### src/rtl/eeu_pkg.sv
package eeu_pkg;
  typedef enum logic [3:0] {
    K_GEN  = 4'd0,
    K_INT  = 4'd1,
    K_COLD = 4'd2,
    K_SOFT = 4'd3,
    K_NMI  = 4'd4,
    K_DSS  = 4'd5,
    K_DINT = 4'd6,
    K_DIB  = 4'd7,
    K_DBP  = 4'd8,
    K_DDBS = 4'd9,
    K_DDBL = 4'd10
  } kind_e;

  typedef enum logic [1:0] {
    C_EXC = 2'd0,
    C_RST = 2'd1,
    C_DBG = 2'd2
  } class_e;

  localparam int unsigned DBG_CAUSE_W = 6;
  localparam logic [4:0]  CODE_CPU    = 5'd11;
  localparam logic [4:0]  CODE_INT    = 5'd0;

  function automatic class_e classify(input logic [3:0] k);
    if (k >= K_DSS && k <= K_DDBL)      return C_DBG;
    else if (k >= K_COLD && k <= K_NMI) return C_RST;
    else                                return C_EXC;
  endfunction
endpackage

### src/rtl/eeu_resume_pc.sv
module eeu_resume_pc #(
  parameter int unsigned XLEN = 32
) (
  input  logic [XLEN-1:0] pc_i,
  input  logic            bd_i,
  input  logic            bd16_i,
  output logic [XLEN-1:0] resume_o
);
  localparam logic [XLEN-1:0] STEP_WORD = XLEN'(4);
  localparam logic [XLEN-1:0] STEP_HALF = XLEN'(2);

  always_comb begin
    if (bd_i) resume_o = pc_i - (bd16_i ? STEP_HALF : STEP_WORD);
    else      resume_o = pc_i;
  end
endmodule

### src/rtl/eeu_prio_enc.sv
module eeu_prio_enc #(
  parameter int unsigned N = 8,
  localparam int unsigned W = (N > 1) ? $clog2(N) : 1
) (
  input  logic [N-1:0] req_i,
  output logic [W-1:0] idx_o
);
  // highest set bit wins
  always_comb begin
    idx_o = '0;
    for (int i = 0; i < N; i++) begin
      if (req_i[i]) idx_o = W'(i);
    end
  end
endmodule

### src/rtl/eeu_vector.sv
module eeu_vector
  import eeu_pkg::*;
#(
  parameter int unsigned     XLEN          = 32,
  parameter int unsigned     IP_W          = 8,
  parameter int unsigned     VS_W          = 5,
  parameter int unsigned     OFS_W         = 16,
  parameter int unsigned     EBASE_LSB     = 10,
  parameter int unsigned     SPACING_SHIFT = 5,
  parameter logic [XLEN-1:0] BOOT_BASE     = 32'hBFC0_0200,
  parameter logic [XLEN-1:0] RST_VEC       = 32'hBFC0_0000,
  parameter logic [XLEN-1:0] DBG_VEC       = 32'hBFC0_0480,
  parameter int unsigned     REFILL_OFS    = 'h000,
  parameter int unsigned     GEN_OFS       = 'h180,
  parameter int unsigned     INT_OFS       = 'h200
) (
  input  class_e          cls_i,
  input  logic            is_int_i,
  input  logic            refill_i,
  input  logic            exl_i,
  input  logic            bev_i,
  input  logic [XLEN-1:0] ebase_i,
  input  logic            iv_i,
  input  logic            vint_en_i,
  input  logic [VS_W-1:0] vs_i,
  input  logic [IP_W-1:0] ip_i,
  output logic [XLEN-1:0] pc_o
);
  localparam int unsigned     IDX_W      = (IP_W > 1) ? $clog2(IP_W) : 1;
  localparam logic [XLEN-1:0] EBASE_MASK = ~((XLEN'(1) << EBASE_LSB) - XLEN'(1));

  logic [IDX_W-1:0] irq_idx;
  logic [OFS_W-1:0] spacing;
  logic [OFS_W-1:0] offset;
  logic [XLEN-1:0]  base;

  eeu_prio_enc #(.N(IP_W)) u_prio (
    .req_i (ip_i),
    .idx_o (irq_idx)
  );

  assign spacing = OFS_W'(vs_i) << SPACING_SHIFT;
  assign base    = bev_i ? BOOT_BASE : (ebase_i & EBASE_MASK);

  always_comb begin
    if (is_int_i) begin
      if (!iv_i)
        offset = OFS_W'(GEN_OFS);
      else if (vint_en_i && (vs_i != '0))
        offset = OFS_W'(INT_OFS) + OFS_W'(irq_idx) * spacing;
      else
        offset = OFS_W'(INT_OFS);
    end else if (refill_i && !exl_i) begin
      offset = OFS_W'(REFILL_OFS);
    end else begin
      offset = OFS_W'(GEN_OFS);
    end
  end

  always_comb begin
    unique case (cls_i)
      C_RST:   pc_o = RST_VEC;
      C_DBG:   pc_o = DBG_VEC;
      default: pc_o = base + XLEN'(offset);
    endcase
  end
endmodule

### src/rtl/exc_entry_unit.sv
module exc_entry_unit
  import eeu_pkg::*;
#(
  parameter int unsigned     XLEN    = 32,
  parameter int unsigned     IP_W    = 8,
  parameter int unsigned     VS_W    = 5,
  parameter logic [XLEN-1:0] RST_VEC = 32'hBFC0_0000,
  parameter logic [XLEN-1:0] DBG_VEC = 32'hBFC0_0480
) (
  input  logic                   clk_i,
  input  logic                   rst_ni,
  input  logic                   req_i,
  input  logic [3:0]             kind_i,
  input  logic [4:0]             exc_code_i,
  input  logic [1:0]             ce_i,
  input  logic [XLEN-1:0]        pc_i,
  input  logic                   bd_i,
  input  logic                   bd16_i,
  input  logic                   refill_i,
  input  logic                   exl_i,
  input  logic                   erl_i,
  input  logic                   bev_i,
  input  logic [XLEN-1:0]        ebase_i,
  input  logic                   iv_i,
  input  logic                   vint_en_i,
  input  logic [VS_W-1:0]        vs_i,
  input  logic [IP_W-1:0]        ip_i,
  output logic                   done_o,
  output logic [XLEN-1:0]        handler_pc_o,
  output logic [XLEN-1:0]        epc_o,
  output logic [XLEN-1:0]        errorepc_o,
  output logic [XLEN-1:0]        depc_o,
  output logic                   bd_o,
  output logic [4:0]             exccode_o,
  output logic [1:0]             ce_o,
  output logic                   exl_o,
  output logic                   erl_o,
  output logic                   bev_o,
  output logic                   sr_o,
  output logic                   nmi_o,
  output logic                   kernel_o,
  output logic                   debug_mode_o,
  output logic [DBG_CAUSE_W-1:0] dbg_cause_o
);
  class_e          cls;
  logic            is_int;
  logic            bd_eff;
  logic [XLEN-1:0] resume_pc;
  logic [XLEN-1:0] vec_pc;
  logic [DBG_CAUSE_W-1:0] dbg_bit;

  assign cls     = classify(kind_i);
  assign is_int  = (kind_i == K_INT);
  // single step resumes at the stepped PC, never corrected
  assign bd_eff  = bd_i && (kind_i != K_DSS);
  assign dbg_bit = DBG_CAUSE_W'(1) << (kind_i - 4'(K_DSS));

  eeu_resume_pc #(.XLEN(XLEN)) u_resume (
    .pc_i     (pc_i),
    .bd_i     (bd_eff),
    .bd16_i   (bd16_i),
    .resume_o (resume_pc)
  );

  eeu_vector #(
    .XLEN    (XLEN),
    .IP_W    (IP_W),
    .VS_W    (VS_W),
    .RST_VEC (RST_VEC),
    .DBG_VEC (DBG_VEC)
  ) u_vector (
    .cls_i     (cls),
    .is_int_i  (is_int),
    .refill_i  (refill_i),
    .exl_i     (exl_i),
    .bev_i     (bev_i),
    .ebase_i   (ebase_i),
    .iv_i      (iv_i),
    .vint_en_i (vint_en_i),
    .vs_i      (vs_i),
    .ip_i      (ip_i),
    .pc_o      (vec_pc)
  );

  always_ff @(posedge clk_i or negedge rst_ni) begin
    if (!rst_ni) begin
      done_o       <= 1'b0;
      handler_pc_o <= '0;
      epc_o        <= '0;
      errorepc_o   <= '0;
      depc_o       <= '0;
      bd_o         <= 1'b0;
      exccode_o    <= '0;
      ce_o         <= '0;
      exl_o        <= 1'b0;
      erl_o        <= 1'b0;
      bev_o        <= 1'b0;
      sr_o         <= 1'b0;
      nmi_o        <= 1'b0;
      kernel_o     <= 1'b0;
      debug_mode_o <= 1'b0;
      dbg_cause_o  <= '0;
    end else begin
      done_o <= req_i;
      if (req_i) begin
        handler_pc_o <= vec_pc;
        kernel_o     <= 1'b1;
        unique case (cls)
          C_RST: begin
            errorepc_o <= resume_pc;
            erl_o      <= 1'b1;
            bev_o      <= 1'b1;
            exl_o      <= exl_i;
            sr_o       <= (kind_i == K_SOFT);
            nmi_o      <= (kind_i == K_NMI);
            if (!exl_i) bd_o <= 1'b0;
          end
          C_DBG: begin
            depc_o       <= resume_pc;
            debug_mode_o <= 1'b1;
            dbg_cause_o  <= dbg_cause_o | dbg_bit;
            exl_o        <= exl_i;
            erl_o        <= erl_i;
            bev_o        <= bev_i;
            if (!exl_i) bd_o <= 1'b0;
          end
          default: begin
            if (!exl_i) begin
              epc_o <= resume_pc;
              bd_o  <= bd_i;
            end
            exl_o     <= 1'b1;
            erl_o     <= erl_i;
            bev_o     <= bev_i;
            exccode_o <= is_int ? CODE_INT : exc_code_i;
            if (!is_int && exc_code_i == CODE_CPU) ce_o <= ce_i;
          end
        endcase
      end
    end
  end
endmodule

### config.mk
export PLATFORM = sky130hd
export DESIGN_NAME = exc_entry_unit
export DESIGN_NICKNAME = d
export VERILOG_FILES = /design/src/rtl/eeu_pkg.sv /design/src/rtl/eeu_resume_pc.sv /design/src/rtl/eeu_prio_enc.sv /design/src/rtl/eeu_vector.sv /design/src/rtl/exc_entry_unit.sv
export SDC_FILE = /design/constraint.sdc
export NUM_CORES = 1
export LEC_CHECK = 0
export BUFFER_PORTS_ARGS = -buffer_cell sky130_fd_sc_hd__buf_2
export CAP_MARGIN = 30
export CORE_AREA = 3 3 168 170
export CTS_BUF_LIST = sky130_fd_sc_hd__clkbuf_8
export CTS_CLUSTER_SIZE = 10
export DETAILED_ROUTE_END_ITERATION = 8
export DIE_AREA = 0 0 171 173
export PLACE_DENSITY = 0.53
export SYNTH_ARGS = -nofsm -noshare
export SYNTH_HDL_FRONTEND = slang
export SYNTH_HIERARCHICAL = 1
export SYNTH_SLANG_ARGS = --single-unit
export TNS_END_PERCENT = 50
### constraint.sdc
create_clock -name clk_i -period 2.35 [get_ports clk_i]
set_clock_uncertainty 0.05 [all_clocks]
set_input_delay 0.1175 -clock clk_i [delete_from_list [all_inputs] [get_ports clk_i]]
set_output_delay 0.1175 -clock clk_i [all_outputs]
set_load 0.01 [all_outputs]
; Word level (Yosys, flattened, before mapping)
; Index checks and enable logic that the tools add are counted.
; Widths: inputs -> output; s select.
[classes]
n_addsub = 4
n_mul = 1
div = 0
order_cmp = 4
eq_ne = 7
n_shift = 1
mux = 24
n_bitwise = 3
n_reduce_logical = 16
[op_table]
columns = op, count
row1 = $mux 32, 2
row2 = $pmux 32 s2, 1
row3 = $mux 16, 3
row4 = $add 32x16->32, 1
row5 = $sub 32x32->32, 1
row6 = $mux 3, 7
row7 = $add 10x16->16 const A, 1
row8 = $mux 9, 1
row9 = $mul 3x5->8, 1
row10 = $mux 1, 8
row11 = $reduce_and 2->1, 4
row12 = $logic_and 1x1->1, 6
row13 = $or 6x6->6, 1
row14 = $reduce_and 3->1, 2
row15 = $shl 1x4->6 const A, 1
row16 = $eq 5x4->1 const B, 1
row17 = $mux 5, 1
row18 = $reduce_bool 5->1, 1
row19 = $eq 4x1->1 const B, 1
row20 = $eq 4x2->1 const B, 1
row21 = $eq 4x3->1 const B, 1
row22 = $ge 4x2->1 const B, 1
row23 = $ge 4x3->1 const B, 1
row24 = $le 4x3->1 const B, 1
row25 = 9 further kinds, 11
[word_totals]
register_bits = 150
latchBits = 0
ram_bits = 0
romBits = 0
inputBits = 99
wordCells = 76
n_memories = 0

; Depth between registers and ports, before layout
; Gate-level depths: netlist of run 1.
[depth]
depth_word = 14
depth_mapped = 21
ltp_nobuf = 21

; By module
; The synthesis of run 1 kept the hierarchy.
[by_module_without_submodules]
columns = module, instances, cells_each, area_each_um2, seq_area_each_um2
row1 = exc_entry_unit, 1, 372, 5839.4, 3753.6
row2 = eeu_vector, 1, 204, 1372.6, 0.0
row3 = eeu_resume_pc, 1, 99, 735.7, 0.0
row4 = eeu_prio_enc, 1, 10, 45.0, 0.0

; Worst setup path before layout of run 1
; Ideal clock, no wire load.
[synth_timing]
path_kind = input -> register
from = input port ip_i[2]
to = register handler_pc_o[28]
setup_time_ns = 0.125
arrival_ns = 4.219
t_required_ns = 2.175
slack_ns = -2.044
cell_stages = 21
n_path_buf = 0
path_cell_list = clkinv_1 > a21oi_1 > o31ai_1 > nand2_1 > fa_1 > inv_1 > ha_1 > inv_1 > fa_1 > nand2b_1 > a21oi_1 > xnor2_1 > and3b_1 > mux2_4 > ha_1 > a21o_1 > a21oi_1 > a211o_1 > o21ai_0 > o31a_1 > mux2_2
[synth_via]
elab_chain_len = 13
[synth_rtl]
columns = item, line
row1 = start: declaration, exc_entry_unit.sv:27  ; input logic [IP_W-1:0] ip_i,
row2 = $mux 3 (6 in a row), eeu_prio_enc.sv:12  ; if (req_i[i]) idx_o = W'(i);
row3 = via u_vector.irq_idx[0], eeu_vector.sv:32  ; logic [IDX_W-1:0] irq_idx;
row4 = $mul 3x5->8, eeu_vector.sv:50  ; offset = OFS_W'(INT_OFS) + OFS_W'(irq_idx) * spacing;
row5 = $add 10x16->16, eeu_vector.sv:50
row6 = $mux 16, eeu_vector.sv:49  ; else if (vint_en_i && (vs_i != '0))
row7 = $mux 16, eeu_vector.sv:47  ; if (!iv_i)
row8 = $mux 16, eeu_vector.sv:46  ; if (is_int_i) begin
row9 = $add 32x16->32, eeu_vector.sv:64  ; default: pc_o = base + XLEN'(offset);
row10 = $pmux 32 s2, eeu_vector.sv:61  ; unique case (cls_i)
row11 = via vec_pc[28], exc_entry_unit.sv:49  ; logic [XLEN-1:0] vec_pc;
row12 = end signal: assignment, exc_entry_unit.sv:106  ; handler_pc_o <= vec_pc;
row13 = end: declaration, exc_entry_unit.sv:29  ; output logic [XLEN-1:0] handler_pc_o,
; The timed path passes the listed nets, and every way through them passes these cells.
; A chain may end at the register's enable or synchronous reset.

; Worst setup path in the final report of run 1
[layout_timing]
from = input port ip_i[2]
to = register handler_pc_o[24]
; The elaborated chain is that of the path after synthesis.

==> summary.txt, run 1 <==
STA
  – Hold slack: 0.0375 ns
  – Final worst setup slack: -1.53 ns
  – Worst slew pin tran: 0.501 ns
  – Rel. slew slack: 66.3%
  – Period utilization: 165%
  – Final setup violation count: 23
  – F_max: 258 MHz
  – Final hold viol count: 0
  – Unrepaired setup endpoints after global routing: true
  – Minimum clock period: 3.88 ns
  – Pins Over Slew Limit: 0

Power and ir drop
  – Cell Pwr Density: 694 nW/µm²
  – Clock power frac: 28.0%
  – Combinational Power Share: 29.1%
  – Leak: 5.28 nW
  – Seq pwr share: 43.0%
  – Peak supply drop: 0.000447 V
  – P_int: 5.18 mW
  – NetSw: 2.49 mW
  – Net Sw Frac: 32.5%

Finish
  – Final Util: 41.2%
  – Final non-filler cell total: 1362
  – Share of cells above drive strength 1: 53.5%
  – Commonest cells after routing, fill and taps aside: 234 x buf_2, 150 x dfrtp_1, 83 x mux2_2
  – Most common cell after layout, fill and taps aside: buf_2
  – Synthesis-to-layout area growth: 38.4%
  – ANT cells: 0
  – Final layout net count: 1129

Detailed routing
  – Routed WL per cell: 17.0 µm
  – Met2 wire len: 11300 µm
  – ANT nets after route: 0
  – Via density: 4.66
  – DRT iter0 DRCs: 190
  – DR top layer: met5
  – Met3 wire len: 1190 µm
  – Final Routed Wirelength: 23200 µm
  – M1 wire length: 10300 µm
  – Total number of vias: 6352
  – Drt first pass iters: 7
  – Post-route DRC: 0

Floorplanning
  – Die area: 29600 µm²
  – Core ar.: 26900 µm²
  – Top Ports: 249
  – Effective utilization at floorplan: 29.7%
  – Die Y: 173 µm
  – Row Count: 60
  – DIE WIDTH: 171 µm

Setup path
  – Largest fanout on the critical path: 5
  – CP endpoint kind: flop
  – R2R depth: 3
  – RR Startpoint: dbg_cause_o[5]
  – Crit path depth: 22
  – Critical Path AT: 4.17 ns
  – FF-to-FF setup slack: 1.16 ns
  – Crit path kind: in -> reg
  – Critical path startpoint category: input pin
  – Max incr delay on CP: 0.45 ns
  – Critical-path cell list: buf_8, clkinv_8, a21oi_4, o31ai_4, nand2_1, fa_1, inv_1, ha_2, inv_2, fa_2, nand2b_4, a21oi_4, xnor2_2, and3b_1, mux2_4, ha_4, nand4_1, buf_4, a2111oi_4, xor2_1, nand2_1, mux2_4
  – Buf/Inv on CP: 5
  – Reg2reg end: dbg_cause_o[5]
  – CP required: 2.64 ns
  – Critical-path top delay cell: fa_1
  – Worst path top cell family by delay: adder cells

Worst hold path
  – Hold Path Stages: 4
  – Hold Crit Class: in -> reg
  – Worst-case hold path end point: handler_pc_o[31]
  – Hold Startpoint: ebase_i[31]

Clocking
  – CTS H-tree lvls: 4
  – CTS sink count: 150
  – Clk pin slew, worst setup/hold paths: 0.09 ns
  – Clk root buf: clkbuf_8
  – CTS tree: built
  – Worst-Skew Late Latency: 0.43 ns
  – CTS Buffer Depth: 2
  – Num CTS Buffers: 17

Global route
  – Initial antenna violation count: 1
  – First-pass GRT wire length: 36300 µm
  – Vias in the first global route: 6475
  – Grt ovf: 0
  – GRT Total Usage: 15.6%
  – Largest net degree at the start of global routing: 55

Outcome
  – Status: finished, violations left
  – Failing checks: setup timing

Logic synthesis
  – Sequential fraction of the synthesis area: 47.0%
  – FFs w/ async S/R, synth: 100%
  – Post-Syn Instances: 685
  – Syn_area_per_cell: 11.7 µm²
  – EDFF count, synth: 0
  – Main synth FF type: dfrtp_1
  – Synthesized area: 7990 µm²
  – Register bit total from synthesis: 150
  – Syn. warnings: 6
  – Synth cell types: 69

Flow run
  – Max cap viols: 0

Placed design
  – Final HPWL DP: 17400 µm
  – Placer Congestion: 0.855
  – I/O Buffers: 237
  – Dpl ws: -2.04 ns
  – Dpl cells: 1303
[power groups by stage]
stage / Combinational, mW / Clock (mW) / Sequential, mW
6_report: 2.23 / 2.14 / 3.30
4_1_cts: 2.23 / 2.26 / 3.30
3_3_place_gp: 2.15 / 0 / 3.34
2_1_floorplan: 0.908 / 0 / 3.57
5_1_grt: 2.43 / 2.37 / 3.36
3_5_place_dp: 2.17 / 0 / 3.34
[worst max-delay path by stage]
stage | startpoint | end | slack, ns
after floorplan | ip_i[2] | handler_pc_o[26] | -1.77
after global routing | ip_i[2] | handler_pc_o[24] | -1.65
after global placement | ip_i[2] | handler_pc_o[20] | -2.01
after CTS | ip_i[2] | handler_pc_o[26] | -1.43
after detailed placement | ip_i[2] | handler_pc_o[20] | -2.04
final | ip_i[2] | handler_pc_o[24] | -1.53
[worst register-to-register path, stage by stage, from the launching register on]
cell and delay, ns:
dfrtp_1 0.38, inv_1 0.05, o31ai_1 0.05, dlygate4sd3_1 0.55
[sequential cells by signal, summed over array words and instances (netlist names), 2 cells and up]
| signal | count |
|---|---|
| exccode_o | 5 |
| depc_o | 32 |
| dbg_cause_o | 6 |
| handler_pc_o | 32 |
| errorepc_o | 32 |
| ce_o | 2 |
| epc_o | 32 |
[layout make-up]
type,instances,area [µm²]
fill,2671,15800
clock inverter,15,185
timing repair buffer,336,2060
tap,341,427
clock buffer,17,234
sequential,150,3750
multi-input combinational,479,4280
inverter,24,115
[synthesized netlist by cell type (3+ instances only)]
cell      instances  area share (%)
dfrtp_1         150              47
buf_4            10            0.94
and3_1            4            0.31
a21oi_1          15            0.94
a21o_1            5            0.47
nand2b_1         12            0.94
o31ai_1           6            0.56
nand2_1          47             2.2
nor3_1            9            0.56
fa_1              6             1.5
mux2_4           31             5.8
o21ai_0          18             1.1
or3_1             7            0.55
nor2b_1          11            0.86
buf_6             6            0.85
mux2_2           95              13
buf_2             7            0.44
and2_1            5            0.39
nand4_1           6            0.47
xnor2_1          20             2.2
nand3b_1          3            0.28
nor4_1           14             1.1
o22ai_1           3            0.23
ha_1             16             2.5
clkbuf_1          8            0.38
o31a_1            4            0.44
buf_1             5            0.23
mux2_1            6            0.85
nor2_1           49             2.3
inv_1            22             1.0
a211oi_1          4            0.38
xor2_1           25             2.7
nand3_1           9            0.56
[cell families (layout without fill, tap and decap cells)]
| family | Yosys count | count (layout) | share of synthesized area (%) |
|---|---|---|---|
| AOI/OAI and AO/OA | 74 | 74 | 6.18 |
| and+or+nand+nor | 200 | 200 | 13.7 |
| buffers and inverters | 60 | 392 | 3.96 |
| xor gates and xnor gates | 45 | 45 | 4.93 |
| other | 1 | 5 | 0.0469 |
| adders and majority gates | 22 | 22 | 4.01 |
| muxes | 133 | 133 | 20.2 |
| DFF | 150 | 150 | 47.0 |
[what timing repair did]
item	4_1_cts	5_1_grt
setup endpoints to repair	23	49
hold buffers	20	0
hold endpoints to repair	93	0
pin swaps	37	27
resized for setup	35	32
buffers inserted	5	5
[stage by stage]
| stage | area [µm²] | power [mW] | TNS (ns) |
|---|---|---|---|
| final | 11100 | 7.67 | -28.59 |
| after CTS | 10900 | 7.79 | -26.84 |
| after detailed placement | 10100 | 5.51 | -61.23 |
| after floorplan | 8120 | 4.47 | -37.35 |
| after global routing | 11100 | 8.16 | -31.35 |
| after global placement | 10100 | 5.49 | -59.33 |
[layer usage]
layer	track usage [%]	up-vias
met4	3.82	2
li1	-	3043
met1	20.2	3136
met3	4.28	19
met5	0	-
met2	25.9	152
Note: power is estimated with default switching activity, not from simulation.
==> run 2, diff against run 1 <==
- CORE_AREA: 3 3 168 170 -> 3 3 183 185
- DIE_AREA: 0 0 171 173 -> 0 0 186 188
- PLACE_DENSITY: 0.53 -> 0.48
- clock period: 2.35 -> 3.5 ns (I/O delays scaled with it)
==> run 2 against run 1 <==
Against the previous run:
- the run still ends with setup timing left
- combinational power fell by 34%
- cell area is 2.1% lower
- wire length rose by 3.9%
- via count down 1.7%
- sequential share of layout area rose by 0.72 points
- clock-buffer cell count grew 1
- cell count is 2.4% higher
- die area is 18% higher
- flip-flop and latch count did not move
- total power down 31%
- critical path type unchanged
- largest power group unchanged
- highest routed layer unchanged
==> summary.txt, run 2 (synthesis gave the netlist of run 1 again) <==
Outcome
  – Status: finished, violations left
  – Failing checks: setup timing

Worst hold path
  – Hold Path Stages: 4
  – Hold Crit Class: in -> reg
  – Worst-case hold path end point: handler_pc_o[31]
  – Hold Startpoint: ebase_i[31]

Clocking
  – CTS sink count: 150
  – CTS H-tree lvls: 4
  – Worst-Skew Late Latency: 0.47 ns
  – Num CTS Buffers: 17
  – Clk root buf: clkbuf_8
  – CTS Buffer Depth: 2
  – CTS tree: built
  – Clk pin slew, worst setup/hold paths: 0.08 ns

Setup path
  – CP required: 3.80 ns
  – FF-to-FF setup slack: 2.27 ns
  – Reg2reg end: bd_o
  – Largest fanout on the critical path: 6
  – Critical-path cell list: buf_2, nor2_4, o21ai_1, nand2_1, nand2_1, fa_1, inv_2, ha_4, inv_2, fa_2, nand2b_4, a21oi_4, xnor2_2, and3b_1, mux2_4, ha_4, a21o_1, a21oi_4, a211o_4, o31a_1, mux2_2
  – Critical path startpoint category: input pin
  – CP endpoint kind: flop
  – Critical Path AT: 4.12 ns
  – RR Startpoint: bd_o
  – Critical-path top delay cell: fa_1
  – Crit path kind: in -> reg
  – R2R depth: 3
  – Max incr delay on CP: 0.48 ns

Finish
  – # fillers: 3267
  – Commonest cells after routing, fill and taps aside: 233 x buf_2, 150 x dfrtp_1, 90 x mux2_2
  – Final layout net count: 1096
  – Most common cell after layout, fill and taps aside: buf_2
  – Synthesis-to-layout area growth: 35.5%
  – Final non-filler cell total: 1395
  – ANT cells: 0
  – Design area: 10800 µm²
  – Share of cells above drive strength 1: 50.5%
  – Final Util: 33.6%

Power and ir drop
  – Peak supply drop: 0.000270 V
  – Leak: 5.10 nW
  – Cell Pwr Density: 486 nW/µm²

Global route
  – Vias in the first global route: 6412
  – Largest net degree at the start of global routing: 86
  – Initial antenna violation count: 1
  – GRT Total Usage: 13.8%
  – First-pass GRT wire length: 37100 µm
  – Grt ovf: 0

STA
  – Minimum clock period: 3.82 ns
  – Pins Over Slew Limit: 0
  – Final hold viol count: 0
  – F_max: 262 MHz
  – Final worst setup slack: -0.320 ns
  – Period utilization: 109%
  – Final setup violation count: 18
  – Worst slew pin tran: 0.859 ns
  – Hold slack: 0.0512 ns
  – Rel. slew slack: 42.7%
  – Unrepaired setup endpoints after global routing: true

Detailed routing
  – Routed WL per cell: 17.3 µm
  – Drt first pass iters: 4
  – Final Routed Wirelength: 24100 µm
  – Post-route DRC: 0
  – Met2 wire len: 11500 µm
  – M1 wire length: 10600 µm
  – Via density: 4.48
  – Total number of vias: 6247
  – Met3 wire len: 1550 µm
  – ANT nets after route: 0
  – DR top layer: met5
  – DRT iter0 DRCs: 189

Floorplanning
  – Effective utilization at floorplan: 24.8%
  – DIE WIDTH: 186 µm
  – Die area: 35000 µm²
  – Top Ports: 249
  – Core ar.: 32200 µm²
  – Row Count: 66
  – Die Y: 188 µm

Placed design
  – I/O Buffers: 237
  – Placed cell area: 9890 µm²
  – Dpl ws: -1.04 ns
  – Dpl cells: 1340
  – Placer Congestion: 0.815
  – Final HPWL DP: 17400 µm

Flow run
  – Max cap viols: 0
==> run 2: cell types whose count changed in the layout (fill, tap and decap cells not counted), moves of 4 or more <==
cell           change
buf_6              +4
mux2_4             -7
inv_6              -4
buf_4             -30
mux2_2             +7
ha_2               -4
nand2_1            +7
nand2_2            -6
dlygate4sd3_1      -4
==> run 2: timing repair <==
action                     in CTS  in global routing
setup endpoints to repair      20                 20
gates resized for setup        38                 19
buffers inserted                5                  3
hold buffers                   16                  0
pin swaps                      22                 12
hold endpoints to repair       99                  0
==> run 2: report_power, final <==
group	switching, mW	internal (mW)	total (mW)
clock network	0.714	0.862	1.58
logic	0.739	0.737	1.48
registers	0.162	2.05	2.21
total	1.62	3.65	5.27
==> run 2: worst max-delay path by stage <==
stage	slack, ns	endpoint	start	cells after the start
after floorplan	-0.68	handler_pc_o[26]	ip_i[2]	19
after detailed placement	-1.04	handler_pc_o[26]	ip_i[2]	20
after global routing	-0.45	handler_pc_o[29]	ip_i[2]	24
final	-0.32	handler_pc_o[28]	ip_i[5]	21
after CTS	-0.27	handler_pc_o[26]	ip_i[2]	20
after global placement	-0.95	handler_pc_o[28]	ip_i[2]	20
==> run 2: layout make-up <==
cell class              instances  area [µm²]  area share, %
clock inverters                13         204           1.88
clock buffers                  18         248           2.29
flip-flops and latches        150        3750           34.7
well taps                     408         510           4.71
repair buffers                303        1800           16.6
multi-input cells             479        4210           38.9
inverters                      24         103          0.947
==> run 2: critical path, delay by kind of cell <==
family	cells	cell delay [ns]
compound gates	6	1.12
xor+xnor	1	0.13
simple gates	5	0.65
buf+inv	3	0.23
fa+ha+maj	4	1.24
mux	2	0.56
==> run 2: metrics by stage <==
step / power (mW) / TNS, ns
after floorplan: 3.00 / -10.74
after global placement: 3.67 / -17.49
after detailed placement: 3.68 / -19.29
after CTS: 5.35 / -3.33
after global routing: 5.58 / -7.21
final: 5.27 / -4.29
==> run 2: per-layer routing <==
layer	vias up	GRT usage, %
met3	20	4.38
met5	-	0
met1	3064	17.9
li1	2982	-
met2	179	21.9
met4	2	4.30
==> run 3, diff against run 2 <==
- CTS_BUF_LIST: sky130_fd_sc_hd__clkbuf_8 -> default
- SLEW_MARGIN: default -> 20
==> run 3 against run 2 <==
Against the previous run:
- critical endpoint is now handler_pc_o[24]
- critical path depth up 1
- combinational power about the same
- total power rose by 8.7%
- maximum frequency decreased by 1.2%
- flip-flop and latch count did not move
- setup slack got worse by 0.047 ns
- largest cell class unchanged
- die area stayed put
- via count shrank 0.94%
- the run still ends with setup timing left
- highest routed layer unchanged
- critical path type unchanged
- global-route usage shrank 0.13 points
==> summary.txt, run 3 (synthesis gave the netlist of run 1 again) <==
Outcome
  – Status: finished, violations left
  – Failing checks: setup timing

Floorplanning
  – Row Count: 66
  – Effective utilization at floorplan: 24.8%
  – Die area: 35000 µm²
  – Core ar.: 32200 µm²
  – DIE WIDTH: 186 µm
  – Top Ports: 249
  – Die Y: 188 µm

Finish
  – Synthesis-to-layout area growth: 36.9%
  – Final layout net count: 1090
  – Share of cells above drive strength 1: 50.8%
  – ANT cells: 0
  – Most common cell after layout, fill and taps aside: buf_2
  – Final non-filler cell total: 1389
  – Commonest cells after routing, fill and taps aside: 233 x buf_2, 150 x dfrtp_1, 91 x mux2_2

Setup path
  – FF-to-FF setup slack: 2.64 ns
  – Largest fanout on the critical path: 4
  – Max incr delay on CP: 0.52 ns
  – Critical Path AT: 4.13 ns
  – Critical-path cell list: buf_8, clkinv_8, a21oi_4, o31ai_4, nand2_1, fa_1, inv_1, ha_1, a211oi_2, nor2_1, xor2_1, ha_1, nand2_1, inv_1, ha_1, a21o_1, nand4_1, buf_6, a2111oi_4, xor2_1, nand2_1, mux2_2
  – CP endpoint kind: flop
  – R2R depth: 1
  – CP required: 3.77 ns
  – Crit path depth: 22
  – Worst path top cell family by delay: adder cells
  – Critical-path top delay cell: fa_1
  – Critical path startpoint category: input pin
  – Crit path kind: in -> reg
  – Buf/Inv on CP: 5

STA
  – Final hold viol count: 0
  – F_max: 259 MHz
  – Unrepaired setup endpoints after global routing: true
  – Period utilization: 110%
  – Minimum clock period: 3.87 ns
  – Pins Over Slew Limit: 0
  – Final setup violation count: 18
  – Worst slew pin tran: 0.861 ns
  – Rel. slew slack: 42.6%
  – Final worst setup slack: -0.367 ns

Detailed routing
  – DRT iter0 DRCs: 226
  – Post-route DRC: 0
  – Via density: 4.46
  – Routed WL per cell: 17.2 µm
  – Final Routed Wirelength: 23900 µm
  – ANT nets after route: 0
  – Drt first pass iters: 5
  – Total number of vias: 6188

Clocking
  – CTS sink count: 150
  – Clk root buf: clkbuf_16
  – CTS H-tree lvls: 4
  – CTS tree: built
  – CTS Buffer Depth: 2
  – Num CTS Buffers: 17
  – Worst-Skew Late Latency: 0.43 ns
  – Clk pin slew, worst setup/hold paths: 0.06 ns

Global route
  – Vias in the first global route: 6375
  – Largest net degree at the start of global routing: 86
  – GRT Total Usage: 13.7%
  – Grt ovf: 0
  – First-pass GRT wire length: 36800 µm
  – Initial antenna violation count: 1

Power and ir drop
  – Cell Pwr Density: 523 nW/µm²
  – Leak: 5.14 nW
  – Peak supply drop: 0.000306 V
  – Total power: 5.72 mW

Worst hold path
  – Hold Path Stages: 3
  – Hold Crit Class: in -> reg

Placed design
  – Final HPWL DP: 17400 µm
  – I/O Buffers: 237
  – Placer Congestion: 0.815
  – Dpl cells: 1340

Flow run
  – Max cap viols: 0
## run 3: cell types whose count changed in the layout (fill, tap and decap cells not counted), moves of 2 or more
cell           change
clkbuf_8          -17
a21oi_2            +2
dlygate4sd3_1      -5
nand2_2            +2
nand2_1            -2
clkbuf_16         +17
## run 3: per-stage QoR
| step | area (µm²) | TNS [ns] | hold slack [ns] | utilization (%) | setup slack (ns) |
|---|---|---|---|---|---|
| 2_1_floorplan | 8070 | -10.74 | -0.171 | - | -0.680 |
| 3_3_place_gp | 9890 | -17.49 | 0.261 | 30.7 | -0.953 |
| 3_5_place_dp | 9890 | -19.29 | 0.255 | 30.7 | -1.04 |
| 4_1_cts | 10800 | -4.51 | 0.0298 | 33.7 | -0.328 |
| 5_1_grt | 10900 | -8.43 | 0.0611 | 34.0 | -0.559 |
| 6_report | 10900 | -4.82 | 0.0592 | 34.0 | -0.367 |
## run 3: path summary, 6_finish.rpt
path	endpoint	startpoint
setup / recovery	handler_pc_o[24]	ip_i[2]
hold / removal	dbg_cause_o[5]	kind_i[0]
max in group asynchronous	epc_o[2]	rst_ni
hold reg to reg	dbg_cause_o[3]	dbg_cause_o[3]
setup reg to reg	handler_pc_o[30]	handler_pc_o[30]
min in group asynchronous	debug_mode_o	rst_ni
## run 3: area by class of cell
type	instances	area (µm²)
Fill cell	3244	21300
Sequential cell	150	3750
Clock buffer	18	439
Inverter	24	103
Timing Repair Buffer	297	1740
Clock inverter	13	204
Tap cell	408	510
Multi-Input combinational cell	479	4200
## run 3: routing by layer
metal / routed length (µm) / up-vias / track usage, %
li1: - / 2966 / -
met1: 10700 / 3034 / 17.8
met2: 11400 / 165 / 21.8
met3: 1470 / 21 / 4.36
met4: 318 / 2 / 3.92
met5: 13 / - / 0
## run 3: where the power goes
group          leakage [nW]  switching, mW  internal, mW
clock                 0.316          0.767          1.28
sequential             1.76          0.161          2.05
combinational          3.06          0.734         0.728
total                  5.14           1.66          4.06
## run 3: what timing repair did
action,4_1_cts,5_1_grt
gates cloned,0,0
pin swaps,20,12
hold buffers,11,0
gates resized for setup,36,19
buffers inserted,5,2
setup endpoints to repair,20,20
hold endpoints to repair,96,0
